[src/rtl/ser_regbank_pkg.sv]
package ser_regbank_pkg;

    typedef enum logic {
        CD_IDLE = 1'b0,
        CD_RUN  = 1'b1
    } cd_state_e;

    localparam logic [2:0] OFS_DATA  = 3'd0;
    localparam logic [2:0] OFS_IEN   = 3'd1;
    localparam logic [2:0] OFS_IDENT = 3'd2;
    localparam logic [2:0] OFS_LCTL  = 3'd3;
    localparam logic [2:0] OFS_MCTL  = 3'd4;
    localparam logic [2:0] OFS_LSTAT = 3'd5;
    localparam logic [2:0] OFS_MSTAT = 3'd6;
    localparam logic [2:0] OFS_SPARE = 3'd7;

    localparam int IEN_RX_BIT = 0;
    localparam int IEN_TX_BIT = 1;
    localparam int LCTL_LATCH_BIT = 7;

    localparam int SRC_RX = 0;
    localparam int SRC_TX = 1;
    localparam int N_SRC  = 2;

    localparam logic [7:0] LSTAT_IDLE_TX = 8'h60;
    localparam logic [7:0] IDENT_NONE    = 8'h01;
    localparam logic [7:0] IDENT_SOME    = 8'h00;
    localparam logic [7:0] MCTL_KEY      = 8'h1A;
    localparam logic [7:0] MCTL_STORED   = 8'h9A;

endpackage

[src/rtl/ser_countdown.sv]
module ser_countdown
    import ser_regbank_pkg::*;
#(
    parameter int DELAY = 450
) (
    input  logic clk,
    input  logic rst_n,
    input  logic start_i,
    input  logic cancel_i,
    output logic expire_o
);
    localparam int CW = (DELAY > 2) ? $clog2(DELAY) : 1;
    localparam logic [CW-1:0] LOAD = CW'(DELAY - 1);

    cd_state_e state_q, state_d;
    logic [CW-1:0] cnt_q, cnt_d;

    always_comb begin
        state_d = state_q;
        cnt_d   = cnt_q;
        unique case (state_q)
            CD_IDLE: begin
                if (start_i) begin
                    state_d = CD_RUN;
                    cnt_d   = LOAD;
                end
            end
            CD_RUN: begin
                if (start_i) begin
                    cnt_d = LOAD;
                end else if (cancel_i || cnt_q == '0) begin
                    state_d = CD_IDLE;
                    cnt_d   = '0;
                end else begin
                    cnt_d = cnt_q - 1'b1;
                end
            end
            default: begin
                state_d = CD_IDLE;
                cnt_d   = '0;
            end
        endcase
    end

    always_ff @(posedge clk or negedge rst_n) begin
        if (!rst_n) begin
            state_q <= CD_IDLE;
            cnt_q   <= '0;
        end else begin
            state_q <= state_d;
            cnt_q   <= cnt_d;
        end
    end

    always_comb begin
        expire_o = (state_q == CD_RUN) && (cnt_q == '0) && !start_i && !cancel_i;
    end

endmodule

[src/rtl/ser_rdmux.sv]
module ser_rdmux
    import ser_regbank_pkg::*;
(
    input  logic [2:0] addr_i,
    input  logic       latch_sel_i,
    input  logic       q_valid_i,
    input  logic [7:0] q_data_i,
    input  logic [7:0] ien_i,
    input  logic [7:0] lctl_i,
    input  logic       any_pend_i,
    output logic [7:0] rdata_o
);
    always_comb begin
        rdata_o = 8'h00;
        unique case (addr_i)
            OFS_DATA:  rdata_o = (!latch_sel_i && q_valid_i) ? q_data_i : 8'h00;
            OFS_IEN:   rdata_o = latch_sel_i ? 8'h00 : ien_i;
            OFS_IDENT: rdata_o = any_pend_i ? IDENT_SOME : IDENT_NONE;
            OFS_LCTL:  rdata_o = lctl_i;
            OFS_MCTL:  rdata_o = 8'h00;
            OFS_LSTAT: rdata_o = LSTAT_IDLE_TX | {7'd0, q_valid_i};
            OFS_MSTAT: rdata_o = 8'h00;
            OFS_SPARE: rdata_o = 8'h00;
            default:   rdata_o = 8'h00;
        endcase
    end
endmodule

[src/rtl/ser_regbank.sv]
module ser_regbank
    import ser_regbank_pkg::*;
#(
    parameter int DELAY = 450
) (
    input  logic       clk,
    input  logic       rst_n,
    input  logic [2:0] bus_addr,
    input  logic       bus_rd,
    input  logic       bus_wr,
    input  logic [7:0] bus_wdata,
    output logic [7:0] bus_rdata,
    input  logic       rxq_valid,
    input  logic [7:0] rxq_data,
    output logic       rxq_pop,
    output logic       tx_stb,
    output logic [7:0] tx_data,
    output logic       irq
);
    logic [7:0] ier_q, lcr_q, mcr_q;
    logic       tx_pend_q, rx_pend_q, tx_pend_d, rx_pend_d;
    logic       recheck_q, valid_q;
    logic       latch_sel, hit_data, hit_ien;
    logic       rd_data, wr_data, wr_ien;
    logic [N_SRC-1:0] tim_start, tim_cancel, tim_exp;

    // Address decode
    assign latch_sel = lcr_q[LCTL_LATCH_BIT];
    assign hit_data  = (bus_addr == OFS_DATA) && !latch_sel;
    assign hit_ien   = (bus_addr == OFS_IEN)  && !latch_sel;
    assign rd_data   = bus_rd && hit_data;
    assign wr_data   = bus_wr && hit_data;
    assign wr_ien    = bus_wr && hit_ien;

    assign rxq_pop = rd_data && rxq_valid;
    assign tx_stb  = wr_data;
    assign tx_data = bus_wdata;

    // Countdown control
    always_comb begin
        tim_start[SRC_TX]  = (wr_ien && bus_wdata[IEN_TX_BIT]) ||
                             (wr_data && ier_q[IEN_TX_BIT]);
        tim_cancel[SRC_TX] = wr_ien && !bus_wdata[IEN_TX_BIT];
        tim_start[SRC_RX]  = (wr_ien && bus_wdata[IEN_RX_BIT] && rxq_valid) ||
                             (!wr_ien && ier_q[IEN_RX_BIT] && rxq_valid &&
                              (recheck_q || !valid_q));
        tim_cancel[SRC_RX] = wr_ien && !bus_wdata[IEN_RX_BIT];
    end

    for (genvar s = 0; s < N_SRC; s++) begin : g_src
        ser_countdown #(.DELAY(DELAY)) u_cd (
            .clk      (clk),
            .rst_n    (rst_n),
            .start_i  (tim_start[s]),
            .cancel_i (tim_cancel[s]),
            .expire_o (tim_exp[s])
        );
    end

    // Pending flags
    always_comb begin
        tx_pend_d = tx_pend_q;
        if (wr_data || tim_cancel[SRC_TX])
            tx_pend_d = 1'b0;
        else if (tim_exp[SRC_TX] && ier_q[IEN_TX_BIT])
            tx_pend_d = 1'b1;

        rx_pend_d = rx_pend_q;
        if (rd_data || tim_cancel[SRC_RX])
            rx_pend_d = 1'b0;
        else if (tim_exp[SRC_RX] && ier_q[IEN_RX_BIT])
            rx_pend_d = 1'b1;
    end

    always_ff @(posedge clk or negedge rst_n) begin
        if (!rst_n) begin
            ier_q     <= 8'h00;
            lcr_q     <= 8'h00;
            mcr_q     <= 8'h00;
            tx_pend_q <= 1'b0;
            rx_pend_q <= 1'b0;
            irq       <= 1'b0;
            recheck_q <= 1'b0;
            valid_q   <= 1'b0;
        end else begin
            if (wr_ien)
                ier_q <= bus_wdata;
            if (bus_wr && bus_addr == OFS_LCTL)
                lcr_q <= bus_wdata;
            if (bus_wr && bus_addr == OFS_MCTL && bus_wdata == MCTL_KEY)
                mcr_q <= MCTL_STORED;
            tx_pend_q <= tx_pend_d;
            rx_pend_q <= rx_pend_d;
            irq       <= tx_pend_d | rx_pend_d;
            recheck_q <= rd_data;
            valid_q   <= rxq_valid;
        end
    end

    ser_rdmux u_rdmux (
        .addr_i      (bus_addr),
        .latch_sel_i (latch_sel),
        .q_valid_i   (rxq_valid),
        .q_data_i    (rxq_data),
        .ien_i       (ier_q),
        .lctl_i      (lcr_q),
        .any_pend_i  (tx_pend_q | rx_pend_q),
        .rdata_o     (bus_rdata)
    );

endmodule

[config.mk]
export PLATFORM = sky130hd
export DESIGN_NAME = ser_regbank
export DESIGN_NICKNAME = d
export VERILOG_FILES = /design/src/rtl/ser_regbank_pkg.sv /design/src/rtl/ser_countdown.sv /design/src/rtl/ser_rdmux.sv /design/src/rtl/ser_regbank.sv
export SDC_FILE = /design/constraint.sdc
export NUM_CORES = 1
export LEC_CHECK = 0
export BUFFER_PORTS_ARGS = -buffer_cell sky130_fd_sc_hd__buf_2
export CORE_UTILIZATION = 25
export CTS_BUF_LIST = sky130_fd_sc_hd__clkbuf_8
export CTS_CLUSTER_SIZE = 8
export DETAILED_ROUTE_END_ITERATION = 8
export GPL_ROUTABILITY_DRIVEN = 0
export SYNTH_ARGS = -nofsm -noshare
export SYNTH_HDL_FRONTEND = slang
export SYNTH_SLANG_ARGS = --single-unit
[constraint.sdc]
create_clock -name clk -period 2.6 [get_ports clk]
set_input_delay 0.52 -clock clk [delete_from_list [all_inputs] [get_ports clk]]
set_output_delay 0.52 -clock clk [all_outputs]
set_load 0.01 [all_outputs]
==> results.toml, run 1 <==
[run_status]
outcome = "complete, no violations"

[layout]
antenna_cells = 0
area_delta_synth_final_pct = 17.5
drive_above_1_share_pct = 28.6
fillerInstances = 948
final_nets = 307

[grt]
grt.total_usage_pct = 11.8
grt_pass1_vias = 1902
grt_max_degree = 30
grt_pass1_wl_mm = 9.20
grt-ovfl-total = 0
antenna_found_initial = 0

[pwr]
leakagePower_uw = 0.00128
powerDensity_nw_per_um2 = 857
vdd_drop_max_uv = 490

[synthesis]
synth-edff-count = 0
synth_nets = 271
avgSynthCellArea_um2 = 9.67
async_flop_share_pct = 100
syn-instance-count = 243
netlist_area_um2 = 2350
yosysUniqueCellTypes = 51
ys.flop_type = "dfrtp_1"
yosys_warnings = 0
ys_seq_area_share_pct = 43.7
ys_ff_latch = 41

[routing]
drt_iter0_drc = 84
wirelength_mm = 5.50
vias = 1998
firstDrtPassIters = 4
ant_nets = 0
drc = 0
viasPerCell = 5.11
avgRoutedWirePerCell_um = 14.1

[clock_network]
cts_made_buffers = 5
clk_latency_ns = 0.30
clk_pin_slew_ns = 0.08
clockBufferDepth = 2
cts_setup_buffers = 0
cts_max_level = 2
clock-sinks = 41
cts_resized = 0
cts-root-buf = "clkbuf_8"
cts_tree = "yes"
cts_hold_buf = 0

[setup_path]
start_kind = "flop"
crit_required_ns = 2.08
path_max_fanout = 8
crit_type = "flop to primary output"
ff2ff_path_depth = 6
arrival_ns = 1.84
crit_path_end_kind = "primary output"
reg2reg_to = "g_src[0].u_cd.cnt_q[6]$_DFFE_PN0P_"
r2r_slack_ns = 0.43
rr_startpoint = "g_src[0].u_cd.cnt_q[0]$_DFFE_PN0P_"

[floorplanning]
die_y_um = 99.0
die_area_um2 = 9790
coreArea_um2 = 9150
io_pins = 43
fp-row-count = 35
fp.dieW_um = 99.0
start_util_pct = 25.7

[timing]
fmax_mhz = 423
tns_ns = 0
fin_crit_sh_pct = 90.9
hold_viol_final = 0
layout_setup_ws_ns = 0.236
setup_viol = 0
fin_skew_ns = 0.00621
post-route-min-period_ns = 2.36
rsz0062_at_grt = "false"
worst_slew_pin_slew_ns = 0.605
timing.hold.ws_ns = 0.0962
relSlewSlack_pct = 59.1
slew_viol_final = 0

[placement]
dp_hpwl_mm = 4.03
port_buffers = 42
place_ws_ns = 0.273

[run]
max_cap_viol_count = 0

[worst_hold_path]
worstHoldPathType = "input pin to asynchronous set/reset pin"
==> synth_stat cells (3+ instances only) <==
| cell type | instances | area share (%) |
|---|---|---|
| and3_1 | 4 | 1.1 |
| nand2_1 | 23 | 3.7 |
| buf_4 | 8 | 2.6 |
| and2_1 | 4 | 1.1 |
| nor4b_1 | 4 | 1.5 |
| dfrtp_1 | 41 | 44 |
| nand3_1 | 7 | 1.5 |
| ha_1 | 4 | 2.1 |
| nand4_1 | 8 | 2.1 |
| inv_1 | 21 | 3.4 |
| mux2_2 | 17 | 8.1 |
| o21ai_0 | 8 | 1.7 |
| a31oi_1 | 4 | 1.1 |
| nor3_1 | 6 | 1.3 |
| nand4b_1 | 4 | 1.5 |
| nor2b_1 | 3 | 0.80 |
| o211ai_1 | 6 | 1.9 |
| a21oi_1 | 12 | 2.6 |
| nor2_1 | 9 | 1.4 |
| nor4_1 | 4 | 1.1 |
| clkbuf_1 | 5 | 0.80 |
| a222oi_1 | 5 | 2.1 |
==> cell families after synthesis <==
family | after synthesis | share of synthesized area (%)
AO/OA/AOI/OAI | 51 | 15.7
adder cells (fa/ha/maj) | 4 | 2.13
flip-flops | 41 | 43.7
buffers and inverters | 39 | 8.31
AND/OR/NAND/NOR | 90 | 21.6
multiplexers | 18 | 8.57
==> metrics by stage <==
stage	total power (uW)	utilization [%]	instance area, um^2	instances
after global placement	1740	28.7	2630	383
final	2370	30.2	2760	391
after floorplan	1540	-	2350	243
after CTS	2370	30.2	2760	391
after global routing	2530	30.2	2760	391
after detailed placement	1760	28.7	2630	383
==> worst max-delay path by stage <==
| stage | start | to |
|---|---|---|
| after floorplan | bus_addr[0] | bus_rdata[7] |
| after global routing | lcr_q[7]$_DFFE_PN0P_ | bus_rdata[1] |
| after CTS | lcr_q[7]$_DFFE_PN0P_ | bus_rdata[3] |
| after global placement | bus_addr[2] | bus_rdata[3] |
| after detailed placement | bus_addr[2] | bus_rdata[3] |
| final | lcr_q[7]$_DFFE_PN0P_ | bus_rdata[3] |
==> placed cells by master, fill, tap and decap left out, drive strengths merged, types with 4 or more instances in the layout <==
cell type,netlist,routed
nand2,23,23
a21oi,13,13
a222oi,5,5
dfrtp,41,41
and3,4,4
inv,21,21
mux2,17,17
o211ai,6,6
nand4b,4,4
o21ai,8,8
nand3,7,7
nor2,9,9
nor3,6,6
nor4b,4,4
a31oi,4,4
and2,4,4
nor4,4,4
buf,12,47
clkbuf,6,5
ha,4,4
nand4,8,8
==> state kept, by name, summed over array words and instances, names as in the netlist <==
signal              cells
recheck_q               1
ier_q                   8
rx_pend_q               1
valid_q                 1
g_src.u_cd.state_q      2
g_src.u_cd.cnt_q       18
tx_pend_q               1
lcr_q                   8
irq                     1
==> critical path, cell delays in order (launching register included) <==
cell,delay [ns]
dfrtp_1,0.47
nor4_1,0.33
and2_1,0.39
a222oi_1,0.17
inv_1,0.07
buf_2,0.12
==> metal layers <==
layer,up-vias,part of all wire [%],global-route usage [%],routed length [um]
li1,960,-,-,-
met1,989,48,15.9,2650
met2,42,47,19.0,2590
met3,7,3.2,2.13,174
met4,0,1.5,4.48,85
met5,-,0,0,0
==> power breakdown <==
part	internal, uW	total, uW	switching [uW]	leakage [uW]
Clock	381	613	231	0.0000681
Combinational	346	736	390	0.000719
Sequential	828	1020	188	0.000489
==> area by class of cell <==
cell class	instances	area [um^2]	share of cell area (%)
repair buffers	47	248	8.98
well taps	111	139	5.03
clock inverters	3	65.1	2.36
multi-input cells	163	1130	41.1
clock buffers	5	68.8	2.49
flip-flops and latches	41	1030	37.2
inverters	21	78.8	2.86
No activity file was read; power rests on OpenSTA's default activity.
==> run 2, diff against run 1 <==
--- a/config.mk
+++ b/config.mk
@@ -6,6 +6,7 @@
 export NUM_CORES = 1
 export LEC_CHECK = 0
 export BUFFER_PORTS_ARGS = -buffer_cell sky130_fd_sc_hd__buf_2
+export CORE_ASPECT_RATIO = 1.75
 export CORE_UTILIZATION = 25
 export CTS_BUF_LIST = sky130_fd_sc_hd__clkbuf_8
 export CTS_CLUSTER_SIZE = 8
==> run 2 against run 1 <==
Effect of this change:
- clock power shrank 13%
- clock-buffer cell count grew 1
- global-route usage is 1.5 points higher
- via count rose by 1.6%
- core utilization barely moved
- final area down 0.50%
- sequential cell count unchanged
- sequential power barely moved
- largest power group unchanged
- highest routed layer unchanged
==> results.toml, run 2 (synthesized netlist as in run 1, its figures left out) <==
[timing]
fin_skew_ns = 0.0121
hold_viol_final = 0
fmax_mhz = 431
fin_crit_sh_pct = 89.2
tns_ns = 0
worst_slew_pin_slew_ns = 0.919
post-route-min-period_ns = 2.32
rsz0062_at_grt = "false"
setup_viol = 0
slew_viol_final = 0
relSlewSlack_pct = 38.7

[placement]
port_buffers = 42
place_inst = 391
dp_hpwl_mm = 4.51

[setup_path]
path_max_fanout = 8
crit_required_ns = 2.08
arrival_ns = 1.80
crit_type = "flop to primary output"
start_kind = "flop"
crit_path_end_kind = "primary output"

[routing]
ant_nets = 0
firstDrtPassIters = 4
avgRoutedWirePerCell_um = 14.9
viasPerCell = 5.09
drc = 0
wirelength_mm = 5.95
vias = 2030
drt_iter0_drc = 94

[layout]
final_nets = 306
final_common_cell = "buf_2"
area_delta_synth_final_pct = 16.9
final_cell_mix = "42 x buf_2, 41 x dfrtp_1, 23 x nand2_1, 22 x inv_1, 17 x mux2_2"
antenna_cells = 0
largest_register_ff_count = 18
largestRegisters = "g_src.u_cd.cnt_q: 18 flops, ier_q: 8 flops, lcr_q: 8 flops"
top_register = "g_src.u_cd.cnt_q"
drive_above_1_share_pct = 28.0
stdcell_count = 399

[clock_network]
cts_setup_buffers = 0
cts_hold_buf = 0
clk_pin_slew_ns = 0.09
clockBufferDepth = 2
clock-sinks = 41
cts_max_level = 2
cts_resized = 0
cts_tree = "yes"
clk_latency_ns = 0.30
cts_made_buffers = 5
cts-root-buf = "clkbuf_8"

[pwr]
powerDensity_nw_per_um2 = 843
vdd_drop_max_uv = 210
leakagePower_uw = 0.00126

[floorplanning]
io_pins = 43
die_area_um2 = 9810
die_y_um = 130
fp.dieW_um = 75.3
fp-row-count = 46
start_util_pct = 25.8
coreArea_um2 = 9090

[run]
max_cap_viol_count = 0

[grt]
use_met2_pct = 23.0
grt.total_usage_pct = 13.3
grt_pass1_wl_mm = 9.76
grt-busiest-layer = "met2"
use_met3_pct = 2.78
grt_max_degree = 42
grt_pass1_vias = 2044
antenna_found_initial = 0
grt-ovfl-total = 0
grt_use_met1_pct = 14.6

[worst_hold_path]
worstHoldPathType = "input pin to asynchronous set/reset pin"

[run_status]
outcome = "complete, no violations"
run 2: changes by cell type in the layout (fill, tap and decap cells not counted):
cell       previous run  this run
inv_1                21        22
buf_4                 5         4
clkbuf_8              5         6
clkinv_2              1         0
bufinv_16             2         1
run 2: report_power, final:
group,total (uW),internal (uW),switching (uW)
Clock,535,309,226
Combinational,758,350,408
Sequential,1020,829,194
Total,2320,1490,828
run 2: worst max-delay path: stages (launching register included):
cell,delay [ns]
dfrtp_1,0.52
nor4_1,0.10
and2_1,0.27
a222oi_1,0.37
inv_1,0.09
buf_2,0.15
run 2: per-layer routing:
layer	up-vias	part of all wire, %
li1	957	-
met1	994	39
met2	58	52
met3	21	4.5
met4	0	4.3
met5	-	0
run 2: through the flow:
stage               setup WS (ns)  hold slack (ns)  instance area [um^2]  power (uW)  util (%)
finish                      0.280            0.336                  2750        2320      30.2
CTS                         0.263            0.373                  2750        2330      30.2
detailed placement          0.320            0.501                  2630        1790      28.9
floorplan                   0.444            0.224                  2350        1540         -
global placement            0.327            0.491                  2630        1770      28.9
global route               0.0310            0.404                  2750        2500      30.2
run 2: path summary, 6_finish.rpt:
check	from	end	slack (ns)	cells after the start
max in group asynchronous	rst_n	ier_q[4]$_DFFE_PN0N_	1.67	1
min in group clk	rxq_valid	valid_q$_DFF_PN0_	0.42	1
min	rst_n	g_src[1].u_cd.cnt_q[2]$_DFFE_PN0P_	0.34	1
min reg2reg	ier_q[3]$_DFFE_PN0N_	ier_q[3]$_DFFE_PN0N_	0.52	1
max reg2reg	g_src[0].u_cd.cnt_q[0]$_DFFE_PN0P_	g_src[0].u_cd.cnt_q[6]$_DFFE_PN0P_	0.35	6
max	lcr_q[7]$_DFFE_PN0P_	bus_rdata[3]	0.28	5
run 2: area by class of cell:
| cell class | count | area [um^2] |
|---|---|---|
| inverter | 21 | 78.8 |
| multi-input combinational | 163 | 1130 |
| tap | 120 | 150 |
| clock buffer | 6 | 82.6 |
| timing repair buffer | 46 | 240 |
| clock inverter | 2 | 33.8 |
| sequential | 41 | 1030 |
| fill | 1000 | 6350 |
